==> src/rtl/spAddPkg.sv <==
package spAddPkg;

  // One-cycle strobes from the sequencer to the datapath.
  typedef struct packed {
    logic capture;
    logic unpack;
    logic align;
    logic addStep;
    logic norm;
    logic round;
    logic finish;
  } stepStrb_t;

endpackage

==> src/rtl/spAddCtrl.sv <==
module spAddCtrl
  import spAddPkg::*;
#(
  parameter int LATENCY = 12
) (
  input  logic      clk,
  input  logic      rstN,
  input  logic      loadStrobe,
  output logic      busy,
  output stepStrb_t strb
);

  localparam int CNT_W = $clog2(LATENCY);

  logic             busyQ;
  logic [CNT_W-1:0] stepCnt;

  always_comb begin
    strb         = '0;
    strb.capture = loadStrobe && !busyQ;
    strb.unpack  = busyQ && (stepCnt == CNT_W'(0));
    strb.align   = busyQ && (stepCnt == CNT_W'(1));
    strb.addStep = busyQ && (stepCnt == CNT_W'(2));
    strb.norm    = busyQ && (stepCnt == CNT_W'(3));
    strb.round   = busyQ && (stepCnt == CNT_W'(4));
    strb.finish  = busyQ && (stepCnt == CNT_W'(LATENCY - 1));
  end

  always_ff @(posedge clk or negedge rstN) begin
    if (!rstN) begin
      busyQ   <= 1'b0;
      stepCnt <= '0;
    end else if (strb.capture) begin
      busyQ   <= 1'b1;
      stepCnt <= '0;
    end else if (busyQ) begin
      if (strb.finish) busyQ <= 1'b0;
      stepCnt <= stepCnt + CNT_W'(1);
    end
  end

  assign busy = busyQ;

  // busy only rises after a requested load
  a_r2_rise_on_load: assert property (@(posedge clk) disable iff (!rstN)
    $rose(busyQ) |-> $past(loadStrobe));

  // busy only falls once the full step count has elapsed
  a_r3_fall_at_end: assert property (@(posedge clk) disable iff (!rstN)
    $fell(busyQ) |-> ($past(stepCnt) == CNT_W'(LATENCY - 1)));

endmodule

==> src/rtl/spAddPath.sv <==
module spAddPath
  import spAddPkg::*;
#(
  parameter int EXP_W  = 8,
  parameter int FRAC_W = 23
) (
  input  logic                    clk,
  input  logic                    rstN,
  input  logic [EXP_W+FRAC_W:0]   opLeft,
  input  logic [EXP_W+FRAC_W:0]   opRight,
  input  logic                    doAdd,
  input  stepStrb_t               strb,
  output logic [EXP_W+FRAC_W:0]   result,
  output logic [2:0]              excStatus
);

  localparam int W      = 1 + EXP_W + FRAC_W;
  localparam int MW     = FRAC_W + 1;
  localparam int XW     = MW + 3;
  localparam int EI_W   = EXP_W + 2;
  localparam int LZ_W   = $clog2(XW + 1);
  localparam logic [EXP_W-1:0] EXP_MAX = '1;
  localparam logic [W-1:0] NAN_WORD = {1'b0, EXP_MAX, 1'b1, {(FRAC_W-1){1'b0}}};

  // capture
  logic [W-1:0] opAQ, opBQ;
  logic         subQ;

  always_ff @(posedge clk or negedge rstN) begin
    if (!rstN) begin
      opAQ <= '0; opBQ <= '0; subQ <= 1'b0;
    end else if (strb.capture) begin
      opAQ <= opLeft; opBQ <= opRight; subQ <= !doAdd;
    end
  end

  // unpack: classify, make effective sign, order by magnitude
  logic              sgnA, sgnB;
  logic [EXP_W-1:0]  expA, expB, effA, effB;
  logic [FRAC_W-1:0] fracA, fracB;
  logic [MW-1:0]     mantA, mantB;
  logic              nanA, nanB, infA, infB, aBig;

  always_comb begin
    sgnA  = opAQ[W-1];
    sgnB  = opBQ[W-1] ^ subQ;
    expA  = opAQ[W-2:FRAC_W];
    expB  = opBQ[W-2:FRAC_W];
    fracA = opAQ[FRAC_W-1:0];
    fracB = opBQ[FRAC_W-1:0];
    effA  = (expA == '0) ? EXP_W'(1) : expA;
    effB  = (expB == '0) ? EXP_W'(1) : expB;
    mantA = {(expA != '0), fracA};
    mantB = {(expB != '0), fracB};
    nanA  = (expA == EXP_MAX) && (fracA != '0);
    nanB  = (expB == EXP_MAX) && (fracB != '0);
    infA  = (expA == EXP_MAX) && (fracA == '0);
    infB  = (expB == EXP_MAX) && (fracB == '0);
    aBig  = {effA, mantA} >= {effB, mantB};
  end

  logic             nanQ, infQ, infSgnQ;
  logic [EXP_W-1:0] bigExpQ, smlExpQ;
  logic [MW-1:0]    bigMantQ, smlMantQ;
  logic             bigSgnQ, smlSgnQ;

  always_ff @(posedge clk or negedge rstN) begin
    if (!rstN) begin
      nanQ <= 1'b0; infQ <= 1'b0; infSgnQ <= 1'b0;
      bigExpQ <= '0; smlExpQ <= '0; bigMantQ <= '0; smlMantQ <= '0;
      bigSgnQ <= 1'b0; smlSgnQ <= 1'b0;
    end else if (strb.unpack) begin
      nanQ    <= nanA || nanB || (infA && infB && (sgnA != sgnB));
      infQ    <= infA || infB;
      infSgnQ <= infA ? sgnA : sgnB;
      if (aBig) begin
        bigExpQ <= effA; bigMantQ <= mantA; bigSgnQ <= sgnA;
        smlExpQ <= effB; smlMantQ <= mantB; smlSgnQ <= sgnB;
      end else begin
        bigExpQ <= effB; bigMantQ <= mantB; bigSgnQ <= sgnB;
        smlExpQ <= effA; smlMantQ <= mantA; smlSgnQ <= sgnA;
      end
    end
  end

  // align: shift the smaller operand right, folding lost bits into sticky
  logic [EXP_W-1:0] expDiff;
  logic [XW-1:0]    smlExt, lostMask, aligned;

  always_comb begin
    expDiff  = bigExpQ - smlExpQ;
    smlExt   = {smlMantQ, 3'b000};
    lostMask = '0;
    if (int'(expDiff) >= XW) begin
      aligned = {{(XW-1){1'b0}}, (smlMantQ != '0)};
    end else begin
      lostMask = (XW'(1) << expDiff) - XW'(1);
      aligned  = (smlExt >> expDiff) | {{(XW-1){1'b0}}, ((smlExt & lostMask) != '0)};
    end
  end

  logic [XW-1:0] alignQ;

  always_ff @(posedge clk or negedge rstN) begin
    if (!rstN)            alignQ <= '0;
    else if (strb.align)  alignQ <= aligned;
  end

  // add or subtract magnitudes
  logic          sameSgn;
  logic [XW:0]   rawSum;

  always_comb begin
    sameSgn = (bigSgnQ == smlSgnQ);
    rawSum  = sameSgn ? ({1'b0, bigMantQ, 3'b000} + {1'b0, alignQ})
                      : ({1'b0, bigMantQ, 3'b000} - {1'b0, alignQ});
  end

  logic [XW:0]     sumQ;
  logic [EI_W-1:0] sumExpQ;
  logic            resSgnQ;

  always_ff @(posedge clk or negedge rstN) begin
    if (!rstN) begin
      sumQ <= '0; sumExpQ <= '0; resSgnQ <= 1'b0;
    end else if (strb.addStep) begin
      sumQ    <= rawSum;
      sumExpQ <= {2'b00, bigExpQ};
      resSgnQ <= (rawSum == '0) ? (sameSgn && bigSgnQ) : bigSgnQ;
    end
  end

  // normalise: one right step on carry, else left by leading zeros, floored at exponent 1
  logic [LZ_W-1:0] leadZ;
  logic [EI_W-1:0] shLimit, shAmt;

  always_comb begin
    leadZ = LZ_W'(XW);
    for (int i = 0; i < XW; i++) begin
      if (sumQ[i]) leadZ = LZ_W'(XW - 1 - i);
    end
    shLimit = sumExpQ - EI_W'(1);
    shAmt   = (EI_W'(leadZ) < shLimit) ? EI_W'(leadZ) : shLimit;
  end

  logic [XW-1:0]   normQ;
  logic [EI_W-1:0] normExpQ;

  always_ff @(posedge clk or negedge rstN) begin
    if (!rstN) begin
      normQ <= '0; normExpQ <= '0;
    end else if (strb.norm) begin
      if (sumQ[XW]) begin
        normQ    <= {sumQ[XW:2], (sumQ[1:0] != 2'b00)};
        normExpQ <= sumExpQ + EI_W'(1);
      end else begin
        normQ    <= sumQ[XW-1:0] << shAmt;
        normExpQ <= sumExpQ - shAmt;
      end
    end
  end

  // round to nearest even, then pack with special cases
  logic [MW-1:0]   keepM, finM;
  logic [MW:0]     incM;
  logic            grd, rst, up, ovf;
  logic [EI_W-1:0] finE;
  logic [EXP_W-1:0] expField;
  logic [W-1:0]    resNext;
  logic [2:0]      statNext;

  always_comb begin
    keepM = normQ[XW-1:3];
    grd   = normQ[2];
    rst   = normQ[1] | normQ[0];
    up    = grd && (rst || keepM[0]);
    incM  = {1'b0, keepM} + (MW+1)'(up);
    if (incM[MW]) begin
      finM = incM[MW:1];
      finE = normExpQ + EI_W'(1);
    end else begin
      finM = incM[MW-1:0];
      finE = normExpQ;
    end
    ovf      = finM[MW-1] && (finE >= {2'b00, EXP_MAX});
    expField = finM[MW-1] ? finE[EXP_W-1:0] : '0;
    if (nanQ) begin
      resNext  = NAN_WORD;
      statNext = 3'b100;
    end else if (infQ) begin
      resNext  = {infSgnQ, EXP_MAX, {FRAC_W{1'b0}}};
      statNext = 3'b010;
    end else if (ovf) begin
      resNext  = {resSgnQ, EXP_MAX, {FRAC_W{1'b0}}};
      statNext = 3'b010;
    end else begin
      resNext  = {resSgnQ, expField, finM[FRAC_W-1:0]};
      statNext = {2'b00, (expField == '0) && (finM[FRAC_W-1:0] != '0)};
    end
  end

  logic [W-1:0] resQ, outQ;
  logic [2:0]   statQ, outStatQ;

  always_ff @(posedge clk or negedge rstN) begin
    if (!rstN) begin
      resQ <= '0; statQ <= '0; outQ <= '0; outStatQ <= '0;
    end else begin
      if (strb.round) begin
        resQ  <= resNext;
        statQ <= statNext;
      end
      if (strb.finish) begin
        outQ     <= resQ;
        outStatQ <= statQ;
      end
    end
  end

  assign result    = outQ;
  assign excStatus = outStatQ;

  // at most one exception bit, each consistent with the word
  a_r9_status_onehot: assert property (@(posedge clk) disable iff (!rstN)
    $onehot0(outStatQ));
  a_r9_nan_word: assert property (@(posedge clk) disable iff (!rstN)
    outStatQ[2] |-> (outQ[W-2:FRAC_W] == EXP_MAX) && outQ[FRAC_W-1]);
  a_r7_inf_word: assert property (@(posedge clk) disable iff (!rstN)
    outStatQ[1] |-> (outQ[W-2:0] == {EXP_MAX, {FRAC_W{1'b0}}}));
  a_r6_sub_word: assert property (@(posedge clk) disable iff (!rstN)
    outStatQ[0] |-> (outQ[W-2:FRAC_W] == '0) && (outQ[FRAC_W-1:0] != '0));

endmodule

==> src/rtl/spAddSub.sv <==
module spAddSub
  import spAddPkg::*;
#(
  parameter int EXP_W   = 8,
  parameter int FRAC_W  = 23,
  parameter int LATENCY = 12
) (
  input  logic                  clk,
  input  logic                  rstN,
  input  logic [EXP_W+FRAC_W:0] opLeft,
  input  logic [EXP_W+FRAC_W:0] opRight,
  input  logic                  doAdd,
  input  logic                  loadStrobe,
  output logic [EXP_W+FRAC_W:0] result,
  output logic [2:0]            excStatus,
  output logic                  busy
);

  stepStrb_t strb;

  spAddCtrl #(.LATENCY(LATENCY)) uCtrl (
    .clk        (clk),
    .rstN       (rstN),
    .loadStrobe (loadStrobe),
    .busy       (busy),
    .strb       (strb)
  );

  spAddPath #(.EXP_W(EXP_W), .FRAC_W(FRAC_W)) uPath (
    .clk       (clk),
    .rstN      (rstN),
    .opLeft    (opLeft),
    .opRight   (opRight),
    .doAdd     (doAdd),
    .strb      (strb),
    .result    (result),
    .excStatus (excStatus)
  );

  // no capture while an operation is running
  a_r4_no_capture_busy: assert property (@(posedge clk) disable iff (!rstN)
    busy |-> !strb.capture);

  // outputs hold across any idle cycle
  a_r3_idle_hold: assert property (@(posedge clk) disable iff (!rstN)
    !busy |=> ($stable(result) && $stable(excStatus)));

endmodule

==> config.mk <==
export PLATFORM = sky130hd
export DESIGN_NAME = spAddSub
export DESIGN_NICKNAME = d
export VERILOG_FILES = /design/src/rtl/spAddPkg.sv /design/src/rtl/spAddCtrl.sv /design/src/rtl/spAddPath.sv /design/src/rtl/spAddSub.sv
export SDC_FILE = /design/constraint.sdc
export NUM_CORES = 1
export LEC_CHECK = 0
export ABC_AREA = 1
export BUFFER_PORTS_ARGS = -buffer_cell sky130_fd_sc_hd__clkbuf_2
export CAP_MARGIN = 20
export CORE_AREA = 2 2 248 250
export CTS_BUF_LIST = sky130_fd_sc_hd__clkbuf_8
export DETAILED_ROUTE_END_ITERATION = 16
export DIE_AREA = 0 0 250 252
export GPL_TIMING_DRIVEN = 0
export PLACE_DENSITY_LB_ADDON = 0.15
export SLEW_MARGIN = 20
export SYNTH_ARGS = -nofsm -noshare
export SYNTH_HDL_FRONTEND = slang
export SYNTH_SLANG_ARGS = --single-unit
==> constraint.sdc <==
create_clock -name clk -period 7.4 [get_ports clk]
set_input_delay 0 -clock clk [delete_from_list [all_inputs] [get_ports clk]]
set_output_delay 0 -clock clk [all_outputs]
set_load 0.01 [all_outputs]
==> flow_metrics.env <==
export IMPL_outcome="completed"
export IMPL_synthFlopType="dfrtp_1"
export IMPL_critPathArrivalTime_ps=5810
export IMPL_grt_pass1_wl_um=121000
export IMPL_cts_root_buf="clkbuf_8"
export IMPL_cp_slowest_cell="clkbuf_1"
export IMPL_track_usage=0.245
export IMPL_mostFrequentLayoutCells="553 x nand2_1, 383 x inv_1, 310 x dfrtp_1"
export IMPL_r2r_end="uPath.normExpQ[7]"
export IMPL_avgSynthCellArea_sq_um=7.25
export IMPL_crit_fanout=10
export IMPL_hold_path_depth=3
export IMPL_antenna_found_initial=0
export IMPL_cts_repair_resized=0
export IMPL_fp_dieH_um=252
export IMPL_path_delay_family="simple AND/OR/NAND/NOR gates"
export IMPL_ys_warn_count=0
export IMPL_drive_gt1_frac=0.0864
export IMPL_fin_skew_ps=29.4
export IMPL_routed_wl_um=77900
export IMPL_whs_endpoint="uPath.subQ"
export IMPL_grt_setup_unrepaired="false"
export IMPL_regArea_sq_um=7760
export IMPL_criticalPathCategory="reg -> reg"
export IMPL_place_congestion=0.966
export IMPL_drt_initial_drc_count=1677
export IMPL_slew_viol_final=0
export IMPL_timing_fmax_ghz=0.190
export IMPL_clk_pin_slew_ps=60
export IMPL_antennaDiodeCount=0
export IMPL_synth_nets=3055
export IMPL_cts_sinks=310
export IMPL_setup_viol=0
export IMPL_syn_cell_area_sq_um=20900
export IMPL_tns_ps=0
export IMPL_dieArea_sq_um=63000
export IMPL_multi_input_area_sq_um=11100
export IMPL_grt_pass1_vias=20900
export IMPL_crit_required_ps=7960
export IMPL_dr_pass1_iters=6
export IMPL_synth_edf_count=0
export IMPL_post_route_util=0.406
export IMPL_hp_start="doAdd"
export IMPL_final_period_utilization=0.709
export IMPL_synth_area_leaders="dfrtp_1 37%, nand2_1 9.9%, o21ai_0 7.0%"
export IMPL_grt_overflow=0
export IMPL_end_kind="register"
export IMPL_syn2layout_area_growth_pct=17.1
export IMPL_cp_start_kind="register"
export IMPL_max_slew_worst_pin_slew_ps=933
export IMPL_r2r_start="uPath.sumQ[2]"
export IMPL_slew_headroom=0.376
export IMPL_fillers=6272
export IMPL_route_detailed_drc=0
export IMPL_fin_crit_ps=5250
export IMPL_final_nets=3291
export IMPL_start_util=0.347
export IMPL_ys_types=63
export IMPL_clk_path_buf_depth=3
export IMPL_cts_tree="yes"
export IMPL_rows=90
export IMPL_io_pins=104
export IMPL_clock_latency_ps=670
export IMPL_ff2ff_path_depth=28
export IMPL_ys_ff_latch=310
export IMPL_maxCapViolCount=0
export IMPL_synth_seq_area_share=0.372
export IMPL_cpMostUsedCell="nand3_1"
export IMPL_post_drt_wl_per_cell_um=19.8
export IMPL_port_buffers=103
export IMPL_synth_top_area_share=0.372
export IMPL_r2r_slack_ps=2150
export IMPL_worstHoldPathType="in -> reg"
export IMPL_synth_cells=2877
export IMPL_final_hold_violation_count=0
export IMPL_synthArstFlopShare=1.00
export IMPL_final_antenna_net_count=0
export IMPL_mostFrequentLayoutCell="nand2_1"
export IMPL_vias=21100
export IMPL_htreeDepth=2
export IMPL_crit_buf_inv=3
export IMPL_viasPerCell=5.35
export IMPL_max_stage_delay_ps=590
export IMPL_grt_max_degree=89
export IMPL_numCtsBuffers=59
export IMPL_yosys_area_top_type="dfrtp_1"
export IMPL_die_w_um=250
export IMPL_detailed_place_hpwl_um=61000
export IMPL_coreArea_sq_um=60100
-- stage by stage --
stage | cell area (sq um) | hold slack [ps] | std cells | worst slack, ps
6_report | 24400 | 86.1 | 3941 | 2150
5_1_grt | 24400 | 111 | 3941 | 1730
4_1_cts | 24400 | 47.2 | 3941 | 2210
3_5_place_dp | 22400 | 80.6 | 3765 | 2200
3_3_place_gp | 22400 | 206 | 3762 | -831
2_1_floorplan | 20900 | -296 | 2877 | 3470
-- routing by layer --
metal | vias to the layer above | track usage | part of all wire
li1 | 10200 | - | -
met4 | 0 | 0.107 | 0.044
met5 | - | 0 | 0
met3 | 151 | 0.0266 | 0.049
met1 | 10100 | 0.312 | 0.43
met2 | 683 | 0.421 | 0.48
-- layout make-up --
type | instances | share of cell area
flip-flops and latches | 310 | 0.317
repair buffers | 175 | 0.0538
well taps | 782 | 0.0400
clock buffers | 83 | 0.0468
multi-input cells | 2045 | 0.455
plain buffers | 141 | 0.0232
inverters | 381 | 0.0585
clock inverters | 24 | 0.00553
-- worst max path at each step --
stage,slack [ps],to,cells past startpoint,start
floorplan,3470,uPath.normExpQ[6],29,uPath.sumQ[2]
global placement,-830,uPath.result[6],1,rstN
detailed placement,2200,uPath.normExpQ[7],28,uPath.sumQ[2]
CTS,2210,uPath.normExpQ[7],28,uPath.sumQ[2]
global route,1730,uPath.normExpQ[7],28,uPath.sumQ[2]
finish,2150,uPath.normExpQ[7],28,uPath.sumQ[2]
-- registers in the layout (all words and copies together) (netlist names), 10 cells and up --
signal	cells
uPath.sumQ	28
uPath.resQ	32
uPath.normQ	27
uPath.opBQ	32
uPath.smlMantQ	24
uPath.normExpQ	10
uPath.result	32
uPath.bigMantQ	24
uPath.opAQ	32
uPath.alignQ	27
-- kinds of logic after synthesis --
| family | count (synthesis) | share of synthesized area |
|---|---|---|
| xor gates and xnor gates | 59 | 0.0248 |
| buffers and inverters | 522 | 0.0957 |
| and+or+nand+nor | 1150 | 0.239 |
| adders and majority gates | 110 | 0.0671 |
| DFF | 310 | 0.372 |
| muxes | 18 | 0.00918 |
| AOI/OAI and AO/OA | 708 | 0.192 |
-- cells in the mapped netlist, drive strengths merged (2+ instances only) --
| master | count |
|---|---|
| o21a | 4 |
| mux2i | 9 |
| xor2 | 55 |
| o21bai | 5 |
| nand4 | 51 |
| nor4 | 22 |
| a221oi | 2 |
| nand3 | 255 |
| o22ai | 48 |
| clkbuf | 107 |
| o221ai | 4 |
| nor2 | 222 |
| o31ai | 3 |
| o211ai | 8 |
| nand3b | 2 |
| nor3 | 31 |
| o32ai | 31 |
| a211oi | 3 |
| a21o | 3 |
| a211o | 2 |
| dfrtp | 310 |
| o21ai | 298 |
| buf | 34 |
| a21oi | 254 |
| ha | 107 |
| xnor2 | 4 |
| o2111ai | 3 |
| fa | 3 |
| mux2 | 9 |
| or2 | 5 |
| inv | 378 |
| nand2 | 557 |
| and2 | 3 |
| clkinv | 3 |
| a22oi | 18 |
| o311ai | 2 |
| a31oi | 13 |
-- repair_timing --
| action | CTS | global route |
|---|---|---|
| endpoints found under the setup margin | 0 | 0 |
| buffers inserted | 0 | 0 |
| hold buffers | 69 | 0 |
| endpoints found under the hold margin | 301 | 0 |
-- worst min-delay path, delay by kind of cell --
family                 cells  cell delay [ps]
AO/OA/AOI/OAI              1               70
buffers and inverters      2              620
Power is left out: the tool's default activity adds up to more than one toggle a clock period on the data nets, which glitch-free logic cannot reach.
